[config.mk]
export PLATFORM = sky130hd
export DESIGN_NAME = gpio_port_ovr
export DESIGN_NICKNAME = d
export VERILOG_FILES = /design/src/rtl/gpio_pkg.sv /design/src/rtl/gpio_sync.sv /design/src/rtl/gpio_regs.sv /design/src/rtl/gpio_pad_mux.sv /design/src/rtl/gpio_port_ovr.sv
export SDC_FILE = /design/constraint.sdc
export NUM_CORES = 1
export LEC_CHECK = 0
export BUFFER_PORTS_ARGS = -buffer_cell sky130_fd_sc_hd__buf_4
export CORE_MARGIN = 8
export CORE_UTILIZATION = 45
export DETAILED_ROUTE_END_ITERATION = 8
export HOLD_SLACK_MARGIN = 0.06
export PLACE_DENSITY = 0.89
export SLEW_MARGIN = 5
export SYNTH_ARGS = -nofsm -noshare
export SYNTH_HDL_FRONTEND = slang
export SYNTH_SLANG_ARGS = --single-unit
[constraint.sdc]
create_clock -name clk -period 5.12 [get_ports clk]
set_clock_uncertainty 0.2 [all_clocks]
set_input_delay 0.768 -clock clk [delete_from_list [all_inputs] [get_ports clk]]
set_output_delay 0.768 -clock clk [all_outputs]
set_load 0.03 [all_outputs]
[src/rtl/gpio_pkg.sv]
package gpio_pkg;
  localparam int unsigned PORT_W  = 8;
  localparam int unsigned ADDR_W  = 8;

  typedef logic [PORT_W-1:0] port_t;

  // Driver enable: a pin drives when software selects output or a peripheral claims it.
  function automatic port_t drive_enable(input port_t dir, input port_t poe);
    return dir | poe;
  endfunction

  // Drive value: the peripheral value wins on claimed pins, the latch elsewhere.
  function automatic port_t drive_value(input port_t latch, input port_t poe, input port_t pval);
    return (poe & pval) | (~poe & latch);
  endfunction
endpackage

[src/rtl/gpio_sync.sv]
module gpio_sync #(
  parameter int unsigned WIDTH  = 8,
  parameter int unsigned STAGES = 2
) (
  input  logic             clk,
  input  logic             rst_n,
  input  logic [WIDTH-1:0] async_in,
  output logic [WIDTH-1:0] sync_out
);
  logic [WIDTH-1:0] stage_q [STAGES];

  generate
    for (genvar s = 0; s < STAGES; s++) begin : g_stage
      if (s == 0) begin : g_first
        always_ff @(posedge clk) begin
          if (!rst_n) stage_q[s] <= '0;
          else        stage_q[s] <= async_in;
        end
      end else begin : g_next
        always_ff @(posedge clk) begin
          if (!rst_n) stage_q[s] <= '0;
          else        stage_q[s] <= stage_q[s-1];
        end
      end
    end
  endgenerate

  assign sync_out = stage_q[STAGES-1];
endmodule

[src/rtl/gpio_regs.sv]
module gpio_regs #(
  parameter int unsigned        WIDTH     = 8,
  parameter int unsigned        ADDR_W    = 8,
  parameter logic [ADDR_W-1:0]  DATA_ADDR = 8'h02,
  parameter logic [ADDR_W-1:0]  DIR_ADDR  = 8'h12
) (
  input  logic              clk,
  input  logic              rst_n,
  input  logic [ADDR_W-1:0] bus_addr,
  input  logic              bus_we,
  input  logic [WIDTH-1:0]  bus_wdata,
  input  logic [WIDTH-1:0]  pin_level,
  output logic [WIDTH-1:0]  bus_rdata,
  output logic [WIDTH-1:0]  dir_q,
  output logic [WIDTH-1:0]  latch_q,
  output logic              wr_latch,
  output logic              wr_dir,
  output logic              addr_unmapped
);
  logic sel_data;
  logic sel_dir;

  assign sel_data      = (bus_addr == DATA_ADDR);
  assign sel_dir       = (bus_addr == DIR_ADDR);
  assign addr_unmapped = !sel_data && !sel_dir;
  assign wr_latch      = bus_we && sel_data;
  assign wr_dir        = bus_we && sel_dir;

  // Direction register: all inputs out of reset.
  always_ff @(posedge clk) begin
    if (!rst_n)      dir_q <= '0;
    else if (wr_dir) dir_q <= bus_wdata;
  end

  // Output latch: no reset value is defined.
  always_ff @(posedge clk) begin
    if (wr_latch) latch_q <= bus_wdata;
  end

  always_comb begin
    bus_rdata = '0;
    if (sel_data)     bus_rdata = pin_level;
    else if (sel_dir) bus_rdata = dir_q;
  end
endmodule

[src/rtl/gpio_pad_mux.sv]
module gpio_pad_mux #(
  parameter int unsigned WIDTH = 8
) (
  input  logic [WIDTH-1:0] dir_q,
  input  logic [WIDTH-1:0] latch_q,
  input  logic [WIDTH-1:0] perip_oe,
  input  logic [WIDTH-1:0] perip_out,
  output logic [WIDTH-1:0] pad_out,
  output logic [WIDTH-1:0] pad_oe
);
  import gpio_pkg::*;

  generate
    for (genvar i = 0; i < WIDTH; i++) begin : g_pin
      port_t en_vec;
      port_t val_vec;
      assign en_vec  = drive_enable(port_t'(dir_q), port_t'(perip_oe));
      assign val_vec = drive_value(port_t'(latch_q), port_t'(perip_oe), port_t'(perip_out));
      assign pad_oe[i]  = en_vec[i];
      assign pad_out[i] = val_vec[i];
    end
  endgenerate
endmodule

[src/rtl/gpio_port_ovr.sv]
module gpio_port_ovr #(
  parameter int unsigned                    WIDTH       = gpio_pkg::PORT_W,
  parameter int unsigned                    ADDR_W      = gpio_pkg::ADDR_W,
  parameter logic [gpio_pkg::ADDR_W-1:0]    DATA_ADDR   = 8'h02,
  parameter logic [gpio_pkg::ADDR_W-1:0]    DIR_ADDR    = 8'h12,
  parameter int unsigned                    SYNC_STAGES = 2
) (
  input  logic              clk,
  input  logic              rst_n,
  input  logic [ADDR_W-1:0] bus_addr,
  input  logic              bus_we,
  input  logic [WIDTH-1:0]  bus_wdata,
  output logic [WIDTH-1:0]  bus_rdata,
  input  logic [WIDTH-1:0]  perip_oe,
  input  logic [WIDTH-1:0]  perip_out,
  output logic [WIDTH-1:0]  perip_in,
  input  logic [WIDTH-1:0]  pad_in,
  output logic [WIDTH-1:0]  pad_out,
  output logic [WIDTH-1:0]  pad_oe
);
  // Named internal events, visible to the bound checker.
  logic [WIDTH-1:0] pin_sync;
  logic [WIDTH-1:0] dir_q;
  logic [WIDTH-1:0] latch_q;
  logic             wr_latch;
  logic             wr_dir;
  logic             addr_unmapped;

  gpio_sync #(.WIDTH(WIDTH), .STAGES(SYNC_STAGES)) u_sync (
    .clk      (clk),
    .rst_n    (rst_n),
    .async_in (pad_in),
    .sync_out (pin_sync)
  );

  gpio_regs #(
    .WIDTH(WIDTH), .ADDR_W(ADDR_W), .DATA_ADDR(DATA_ADDR), .DIR_ADDR(DIR_ADDR)
  ) u_regs (
    .clk           (clk),
    .rst_n         (rst_n),
    .bus_addr      (bus_addr),
    .bus_we        (bus_we),
    .bus_wdata     (bus_wdata),
    .pin_level     (pin_sync),
    .bus_rdata     (bus_rdata),
    .dir_q         (dir_q),
    .latch_q       (latch_q),
    .wr_latch      (wr_latch),
    .wr_dir        (wr_dir),
    .addr_unmapped (addr_unmapped)
  );

  gpio_pad_mux #(.WIDTH(WIDTH)) u_mux (
    .dir_q     (dir_q),
    .latch_q   (latch_q),
    .perip_oe  (perip_oe),
    .perip_out (perip_out),
    .pad_out   (pad_out),
    .pad_oe    (pad_oe)
  );

  assign perip_in = pin_sync;
endmodule

* Yosys cells after proc, flatten, opt, wreduce, memory -nomap -nowiden
Memories as Yosys holds them, arrays and structs flattened.
Cells that the tools add are included.
** Word-level totals
- Register bits after elaboration :: 16
- Bits in latches :: 0
- Bits in writable memories :: 16
- ROM bits :: 0
- Input port bits :: 43
- Output and inout bits :: 32
- Logic and storage cells :: 20
- Memories kept :: 1
** Cells by class
- Add/sub/neg operators :: 0
- Multipliers :: 0
- Divide/modulo/power cells :: 0
- Magnitude comparators :: 0
- Eq/ne operators :: 2
- Shift-type cells :: 0
- Muxes and demuxes :: 6
- Bitwise logic cells :: 7
- Reductions and logical operators :: 2
** Memory list
- u_sync.stage_q :: words 2, width 8, read ports 2, clocked after memory_dff 0, wr ports 2, RTL line gpio_sync.sv:10 : logic [WIDTH-1:0] stage_q [STAGES];
** Operator list (count)
- $mux 8 :: 4
- $and 8x8->8 :: 2
- $or 8x8->8 :: 2
- $eq 8x2->1 const B :: 1
- $eq 8x5->1 const B :: 1
- $not 8->8 :: 1
- $logic_and 1x1->1 :: 2
- $mux 1 :: 2
- $or 1x1->1 :: 2

* Longest topological paths before layout
Gate-level depths: netlist (run 1).
- Word-level depth :: 3
- Gate-level depth with buffers :: 3
- Depth with buffers taken out :: 3

* Cells and area by module
A second synthesis (run 1) with hierarchy kept.
** Unflattened totals
- Cells, all modules :: 116
- Area, all modules :: 1353.8 um^2
** By module, submodules not included
- gpio_regs :: times used 1, cells an instance 67, area an instance 737.0 um^2, sequential area each 400.4 um^2
- gpio_sync :: times used 1, cells an instance 33, area an instance 446.7 um^2, sequential area each 320.3 um^2
- gpio_pad_mux :: times used 1, cells an instance 16, area an instance 170.2 um^2, sequential area each 0.0 um^2

* Least setup slack after synthesis (run 1)
OpenSTA, ideal clock, no wires.
- Path type :: in2out
- Start :: in bus_addr[2]
- End :: out bus_rdata[0]
- Arrival :: 1.712 ns
- Path slack :: 2.440 ns
- Cell stages on the path :: 3
- Buffers on the path :: 0
- Path through :: nor4_4 > nand2_2 > nor2_1
** Between the ends
- Cells in the longest elaborated chain, start to end :: 3
** Ends and longest elaborated chain
- from (decl) :: RTL line gpio_port_ovr.sv:10 : input logic [ADDR_W-1:0] bus_addr,
- $eq 8x5->1 :: RTL line gpio_regs.sv:24 : assign sel_dir = (bus_addr == DIR_ADDR);
- $mux 8 :: RTL line gpio_regs.sv:43 : else if (sel_dir) bus_rdata = dir_q;
- $mux 8 * :: RTL line gpio_regs.sv:42 : if (sel_data) bus_rdata = pin_level;
- to (decl) :: RTL line gpio_port_ovr.sv:13 : output logic [WIDTH-1:0] bus_rdata,
Mark *: on every way between the ends. The rest lies on a longest branch, timed or not.

* Final worst setup path (run 1)
- Start :: in bus_addr[2]
- End :: out bus_rdata[4]
The elaborated chain is that of the path after synthesis.

==> results of run 1 <==
[final cells by class]
| class | count | area (µm²) |
|---|---|---|
| Fill cell | 215 | 815 |
| Sequential cell | 32 | 721 |
| Timing Repair Buffer | 75 | 563 |
| Multi-Input combinational cell | 77 | 559 |
| Tap cell | 31 | 38.8 |
| Clock buffer | 5 | 37.5 |
| Clock inverter | 3 | 23.8 |
[layout by cell type (no fill, tap or decap)]
master / netlist / routed
nor4_4: 1 / 1
nor3b_1: 1 / 1
nor2_1: 8 / 8
edfxtp_1: 8 / 8
mux2i_1: 16 / 16
buf_4: 1 / 75
dfxtp_1: 24 / 24
nand4_4: 1 / 1
nor3b_2: 1 / 1
clkinv_4: 0 / 1
mux2_2: 8 / 8
or2_2: 8 / 8
and2_1: 16 / 16
nand2_2: 1 / 1
clkbuf_4: 0 / 5
clkinvlp_4: 0 / 2
nand2_1: 16 / 16
[layer usage]
| layer | GRT usage (%) | up-vias | part of all wire, % |
|---|---|---|---|
| met1 | 13.9 | 489 | 37 |
| met2 | 25.6 | 38 | 55 |
| li1 | - | 540 | - |
| met4 | 3.35 | 0 | 0.44 |
| met3 | 5.44 | 2 | 7.3 |
| met5 | 0 | - | 0 |
[registers in the layout (all words and copies together), names as in the netlist]
signal and count:
u_regs.latch_q 8, u_sync.stage_q 16, u_regs.dir_q 8
[worst paths after layout]
| check | to | from | depth (start not counted) | slack (ns) |
|---|---|---|---|---|
| max reg2reg | u_regs.dir_q[2] | u_regs.dir_q[2] | 2 | 4.25 |
| min | u_sync.stage_q[1][5] | u_sync.stage_q[0][5] | 1 | 0.24 |
| min reg2reg | u_sync.stage_q[1][5] | u_sync.stage_q[0][5] | 1 | 0.24 |
| max | bus_rdata[4] | bus_addr[2] | 5 | 2.35 |
[cells by family after synthesis]
family        Yosys count
buf+inv                 4
flops                  32
mux                    24
simple gates           53
[through the flow]
stage	area (µm²)	worst slack (ns)	total power, mW	hold WS (ns)	cells
2_1_floorplan	1300	2.44	0.312	0.212	113
3_3_place_gp	1880	2.39	0.353	0.215	215
3_5_place_dp	1880	2.33	0.356	0.219	215
4_1_cts	1940	2.33	0.496	0.240	223
5_1_grt	1940	2.26	0.511	0.255	223
6_report	1940	2.35	0.488	0.240	223
[power by group through the flow]
stage	Sequential (mW)	Clock [mW]	Combinational, mW
after floorplan	0.277	0	0.0346
after global placement	0.272	0	0.0812
after detailed placement	0.272	0	0.0838
after CTS	0.267	0.146	0.0838
after global routing	0.267	0.156	0.0878
final	0.267	0.139	0.0828
[worst reg2reg max path, stage by stage (launching register included)]
cell     delay [ns]
dfxtp_1        0.37
nand2_1        0.07
mux2i_1        0.15
==> summary.txt, run 1 <==
Power
  • Peak supply drop: 0.295 mV
  • Sw Ratio: 25.9%
  • Combinational power share: 17.0%
  • Internal power: 0.362 mW
  • Net Sw Power: 0.127 mW
  • Sequential share of power: 54.6%
  • Pleak: 0.931 nW
  • Clock power frac: 28.4%
  • Pwr Density: 251 nW/µm²

Synthesis
  • Compound-Gate Fraction of Synth Area: 0%
  • Synth top area share: 37.0%
  • Sequential share of the synthesized area: 55.5%
  • EDFF count, synth: 8
  • Post-Syn Nets: 156
  • Leading area contributor after synthesis: dfxtp_1
  • Synth Instances: 113
  • Post-synthesis mux area share: 19.3%
  • Synthesized area per cell: 11.5 µm²
  • Synthesized flop and latch total: 32
  • Post-synthesis adder-cell area fraction: 0%
  • FFs w/ async S/R, synth: 0%
  • Prevailing post-synth register cell: dfxtp_1
  • Ys Warns: 0
  • Largest cells by area after synthesis: dfxtp_1 37%, edfxtp_1 18%, mux2i_1 12%
  • Largest family of logic cells by synthesized area: simple AND/OR/NAND/NOR gates
  • Synth Area in Simple Gates: 23.8%
  • Commonest cells in the netlist: 24 x dfxtp_1, 16 x and2_1, 16 x mux2i_1, 16 x nand2_1
  • Xor/xnor share of the synthesized area: 0%
  • Count leader, synth: dfxtp_1
  • Syn Std Cell Area: 1300 µm²
  • Distinct cell type count after synthesis: 15

Floorplanning
  • Die ar.: 4860 µm²
  • I/O pin cnt: 75
  • Die height: 69.7 µm
  • Initial Utilization: 47.1%
  • Core ar.: 2760 µm²
  • Die width: 69.7 µm
  • Row count: 19

Worst setup path
  • Buf/Inv on CP: 2
  • CP top delay family: simple AND/OR/NAND/NOR gates
  • Crit end category: output pin
  • CP max stage cell: nor4_4
  • Cells along the critical path: buf_4 > nor4_4 > nand2_2 > nor2_1 > buf_4
  • Class of the most critical setup path: in2out
  • Crit path top cell by count: buf_4
  • CP peak stage delay: 0.36 ns
  • Required @ worst endpoint: 4.15 ns
  • Worst-path maximum fanout: 9
  • Worst EP arrival: 1.80 ns
  • Startpoint Class: primary input

Clocking
  • Root buf cell: clkbuf_4
  • Maximum clock insertion buffer count: 2
  • CTS H-tree lvls: 2
  • Post_cts resized: 0
  • Post-CTS setup buffer count: 0
  • CTS tree: built
  • Reg clk slew, reported paths: 0.10 ns
  • Worst skew pair latency: 0.31 ns
  • Number of CTS-inserted buffers: 5
  • Hold_buf cts: 0
  • Clk sinks: 32

Placed design
  • Dpl hpwl: 2.82 mm
  • I/O Buffers: 74
  • GP Congestion: 0.689

Timing
  • Fmax achieved: 361 MHz
  • Pin slew with the least headroom to its limit: 0.314 ns
  • Max_slew headroom: 78.9%
  • Fin crit share: 54.1%
  • Setup TNS: 0 ns
  • Final Hold Fails: 0
  • Setup violations, final: 0
  • Max-slew violations: 0
  • Fin crit period: 2.77 ns
  • RSZ-0062 raised after global routing: no

Final layout
  • Layout cell share with drive strength beyond 1: 53.6%
  • Post-layout util: 70.5%
  • Final-stage net count: 234
  • Synth-to-layout area growth: 49.6%
  • # diodes: 0

Route
  • Drt pass-1 iters: 4
  • DR WL/cell: 15.2 µm
  • Vias: 1069
  • DRC violations left: 0
  • DRT iter0 DRCs: 34
  • Drt total wl: 3.39 mm
  • DRT antenna net count: 0
  • Drt via density: 4.79

Global routing
  • Vias in the first global route: 1184
  • GRT Overall Usage: 13.8%
  • Largest net degree at the start of global routing: 33
  • Global-route wire length before repair: 5.46 mm
  • Initial antenna violation count: 0
  • Grt ovf: 0

Hold path
  • Worst hold-check path type: reg2reg

Outcome
  • Status: finished, final reports clean

Job
  • Max-cap violations: 0
Note: power is estimated with default switching activity, not from simulation.
==> run 2: changes to the inputs <==
--- a/config.mk
+++ b/config.mk
@@ -5,12 +5,13 @@
 export SDC_FILE = /design/constraint.sdc
 export NUM_CORES = 1
 export LEC_CHECK = 0
+export ABC_AREA = 1
 export BUFFER_PORTS_ARGS = -buffer_cell sky130_fd_sc_hd__buf_4
 export CORE_MARGIN = 8
-export CORE_UTILIZATION = 45
+export CORE_UTILIZATION = 44
 export DETAILED_ROUTE_END_ITERATION = 8
 export HOLD_SLACK_MARGIN = 0.06
-export PLACE_DENSITY = 0.89
+export PLACE_DENSITY = 0.85
 export SLEW_MARGIN = 5
 export SYNTH_ARGS = -nofsm -noshare
 export SYNTH_HDL_FRONTEND = slang
==> constraint.sdc (replaced) <==
create_clock -name clk -period 2.6 [get_ports clk]
set_clock_uncertainty 0.2 [all_clocks]
set_input_delay 0.39 -clock clk [delete_from_list [all_inputs] [get_ports clk]]
set_output_delay 0.39 -clock clk [all_outputs]
set_load 0.03 [all_outputs]
==> summary.txt, run 2 <==
Final layout
  • Top Registers: u_sync.stage_q (16), u_regs.dir_q (8), u_regs.latch_q (8) (unchanged)
  • Reg with most FFs: u_sync.stage_q (unchanged)
  • Final-stage net count: 320 (was 234)
  • Most common cell after layout, fill and taps aside: buf_4 (unchanged)
  • Layout cell share with drive strength beyond 1: 34.5% (was 53.6%)
  • Synth-to-layout area growth: 55.9% (was 49.6%)
  • Max FFs per register: 16 (unchanged)
  • Post-layout util: 69.7% (was 70.5%)
  • Commonest non-fill, non-tap cells in the layout: 74 x buf_4, 50 x inv_1, 49 x nand2_1, 24 x dfxtp_1, 16 x dlygate4sd3_1 (was 75 x buf_4, 24 x dfxtp_1, 16 x mux2i_1, 16 x nand2_1, 16 x and2_1)
  • # diodes: 0 (unchanged)

Route
  • Drt pass-1 iters: 4 (unchanged)
  • Vias: 1413 (was 1069)
  • DRT antenna net count: 0 (unchanged)
  • Drt via density: 4.36 (was 4.79)
  • Drt total wl: 3.91 mm (was 3.39 mm)
  • DRC violations left: 0 (unchanged)
  • DRT iter0 DRCs: 35 (was 34)
  • DR WL/cell: 12.1 µm (was 15.2 µm)

Placed design
  • GP Congestion: 0.751 (was 0.689)
  • Dpl hpwl: 2.90 mm (was 2.82 mm)
  • I/O Buffers: 74 (unchanged)
  • Post-place setup slack: 0.503 ns (was 2.33 ns)

Clocking
  • Hold_buf cts: 16 (was 0)
  • Maximum clock insertion buffer count: 2 (unchanged)
  • Worst skew pair latency: 0.32 ns (was 0.31 ns)
  • Root buf cell: clkbuf_4 (unchanged)
  • Reg clk slew, reported paths: 0.09 ns (was 0.10 ns)
  • Clk sinks: 32 (unchanged)
  • Number of CTS-inserted buffers: 5 (unchanged)
  • Post-CTS setup buffer count: 0 (unchanged)
  • Post_cts resized: 0 (unchanged)
  • CTS H-tree lvls: 2 (unchanged)
  • CTS tree: built (unchanged)

Synthesis
  • Leading area contributor after synthesis: dfxtp_1 (unchanged)
  • Synthesized area per cell: 7.85 µm² (was 11.5 µm²)
  • Count leader, synth: inv_1 (was dfxtp_1)
  • Synth Instances: 184 (was 113)
  • FFs w/ async S/R, synth: 0% (unchanged)
  • Sequential share of the synthesized area: 49.9% (was 55.5%)
  • Largest cells by area after synthesis: dfxtp_1 33%, edfxtp_1 17%, inv_1 13% (was dfxtp_1 37%, edfxtp_1 18%, mux2i_1 12%)
  • Synth top area share: 33.2% (was 37.0%)
  • Distinct cell type count after synthesis: 19 (was 15)
  • Prevailing post-synth register cell: dfxtp_1 (unchanged)
  • EDFF count, synth: 8 (unchanged)
  • Ys Warns: 0 (unchanged)
  • Commonest cells in the netlist: 50 x inv_1, 49 x nand2_1, 24 x dfxtp_1 (was 24 x dfxtp_1, 16 x and2_1, 16 x mux2i_1, 16 x nand2_1)
  • Syn Std Cell Area: 1450 µm² (was 1300 µm²)
  • Synthesized flop and latch total: 32 (unchanged)
  • Post-Syn Nets: 227 (was 156)

Power
  • Pleak: 1.25 nW (was 0.931 nW)
  • Combinational power share: 19.2% (was 17.0%)
  • Internal power: 0.751 mW (was 0.362 mW)
  • Net Sw Power: 0.254 mW (was 0.127 mW)
  • Clock power frac: 28.5% (was 28.4%)
  • Peak supply drop: 0.345 mV (was 0.295 mV)
  • Pwr Density: 446 nW/µm² (was 251 nW/µm²)
  • Sw Ratio: 25.3% (was 25.9%)
  • Sequential share of power: 52.3% (was 54.6%)

Global routing
  • Largest net degree at the start of global routing: 25 (was 33)
  • Initial antenna violation count: 0 (unchanged)
  • Grt ovf: 0 (unchanged)
  • GRT Overall Usage: 15.5% (was 13.8%)
  • Global-route wire length before repair: 6.42 mm (was 5.46 mm)
  • Vias in the first global route: 1487 (was 1184)

Floorplanning
  • Row count: 21 (was 19)
  • Initial Utilization: 44.7% (was 47.1%)
  • Die ar.: 5370 µm² (was 4860 µm²)
  • I/O pin cnt: 75 (unchanged)
  • Die height: 73.3 µm (was 69.7 µm)
  • Die width: 73.3 µm (was 69.7 µm)
  • Core ar.: 3230 µm² (was 2760 µm²)

Worst setup path
  • RR Startpoint: u_regs.dir_q[6] (was u_regs.dir_q[2])
  • R2R Setup Slk: 1.74 ns (was 4.25 ns)
  • Worst-case reg-to-reg path depth: 4 (was 2)
  • Worst R2R End: u_regs.dir_q[6] (was u_regs.dir_q[2])
  • Required @ worst endpoint: 2.01 ns (was 4.15 ns)
  • Worst-path maximum fanout: 9 (unchanged)
  • Crit end category: output pin (unchanged)
  • Worst EP arrival: 1.49 ns (was 1.80 ns)
  • Startpoint Class: primary input (unchanged)
  • Class of the most critical setup path: in2out (unchanged)

Timing
  • Pin slew with the least headroom to its limit: 0.494 ns (was 0.314 ns)
  • Max-slew violations: 0 (unchanged)
  • Max_slew headroom: 66.9% (was 78.9%)
  • Setup TNS: 0 ns (unchanged)
  • Setup WS post-layout: 0.516 ns (was 2.35 ns)
  • Fin crit period: 2.08 ns
  • Hold slack: 0.209 ns (was 0.240 ns)
  • RSZ-0062 raised after global routing: no (unchanged)
  • Fin crit share: 80.2%
  • Fmax achieved: 480 MHz
  • Setup violations, final: 0 (unchanged)
  • Final Hold Fails: 0 (unchanged)

Hold path
  • Min-delay src: rst_n (was u_sync.stage_q[0][5])
  • Worst hold-check path type: in2reg (was reg2reg)
  • Worst Hold Endpoint: u_sync.stage_q[0][0] (was u_sync.stage_q[1][5])
  • Worst hold path depth: 3 (was 1)

Outcome
  • Status: finished, final reports clean (unchanged)

Job
  • Max-cap violations: 0 (unchanged)
[run 2: worst max path at each step]
stage / from / to / slack, ns / cells after the start
after global placement: bus_addr[6] / u_regs.latch_q[4] / 0.52 / 5
after detailed placement: bus_addr[6] / u_regs.latch_q[1] / 0.50 / 5
after global routing: bus_addr[6] / bus_rdata[6] / 0.37 / 7
after floorplan: bus_addr[2] / bus_rdata[3] / 0.49 / 5
after CTS: bus_addr[6] / bus_rdata[0] / 0.51 / 7
final: bus_addr[6] / bus_rdata[0] / 0.52 / 7
[run 2: metal layers]
metal | vias to the layer above | share of wire [%] | track usage, %
li1 | 739 | - | -
met1 | 617 | 33 | 13.1
met2 | 48 | 55 | 30.8
met3 | 9 | 9.5 | 6.00
met4 | 0 | 2.0 | 6.65
met5 | - | 0 | 0
[run 2: worst max-delay path: stages]
cell     delay [ns]
buf_4          0.11
inv_1          0.05
nand2_2        0.09
nor3_2         0.39
nand3_1        0.13
o21ai_1        0.13
buf_4          0.19
[run 2: layout make-up]
| type | instances | area [µm²] |
|---|---|---|
| Fill cell | 265 | 978 |
| Sequential cell | 32 | 721 |
| Timing Repair Buffer | 90 | 716 |
| Multi-Input combinational cell | 98 | 513 |
| Inverter | 50 | 188 |
| Clock buffer | 8 | 58.8 |
| Tap cell | 46 | 57.6 |
[run 2: cells by family (layout without fill, tap and decap cells)]
group                  after synthesis  after routing  synth area share (%)
AO/OA/AOI/OAI                        8              8                  2.77
buffers and inverters               54            148                  14.6
multiplexers                         4              4                  3.12
flip-flops                          32             32                  49.9
AND/OR/NAND/NOR                     86             86                  29.6
[run 2: per-stage QoR]
| step | instance area (µm²) | std cells | total power, mW |
|---|---|---|---|
| 2_1_floorplan | 1450 | 184 | 0.623 |
| 3_3_place_gp | 2030 | 300 | 0.706 |
| 3_5_place_dp | 2030 | 300 | 0.710 |
| 4_1_cts | 2250 | 324 | 1.01 |
| 5_1_grt | 2250 | 324 | 1.05 |
| 6_report | 2250 | 324 | 1.01 |
[run 2: power groups by stage]
stage          sequential, mW  combinational, mW  clock [mW]
2_1_floorplan           0.546             0.0762           0
4_1_cts                 0.526              0.193       0.294
3_3_place_gp            0.537              0.169           0
3_5_place_dp            0.537              0.173           0
5_1_grt                 0.527              0.209       0.311
6_report                0.526              0.193       0.287
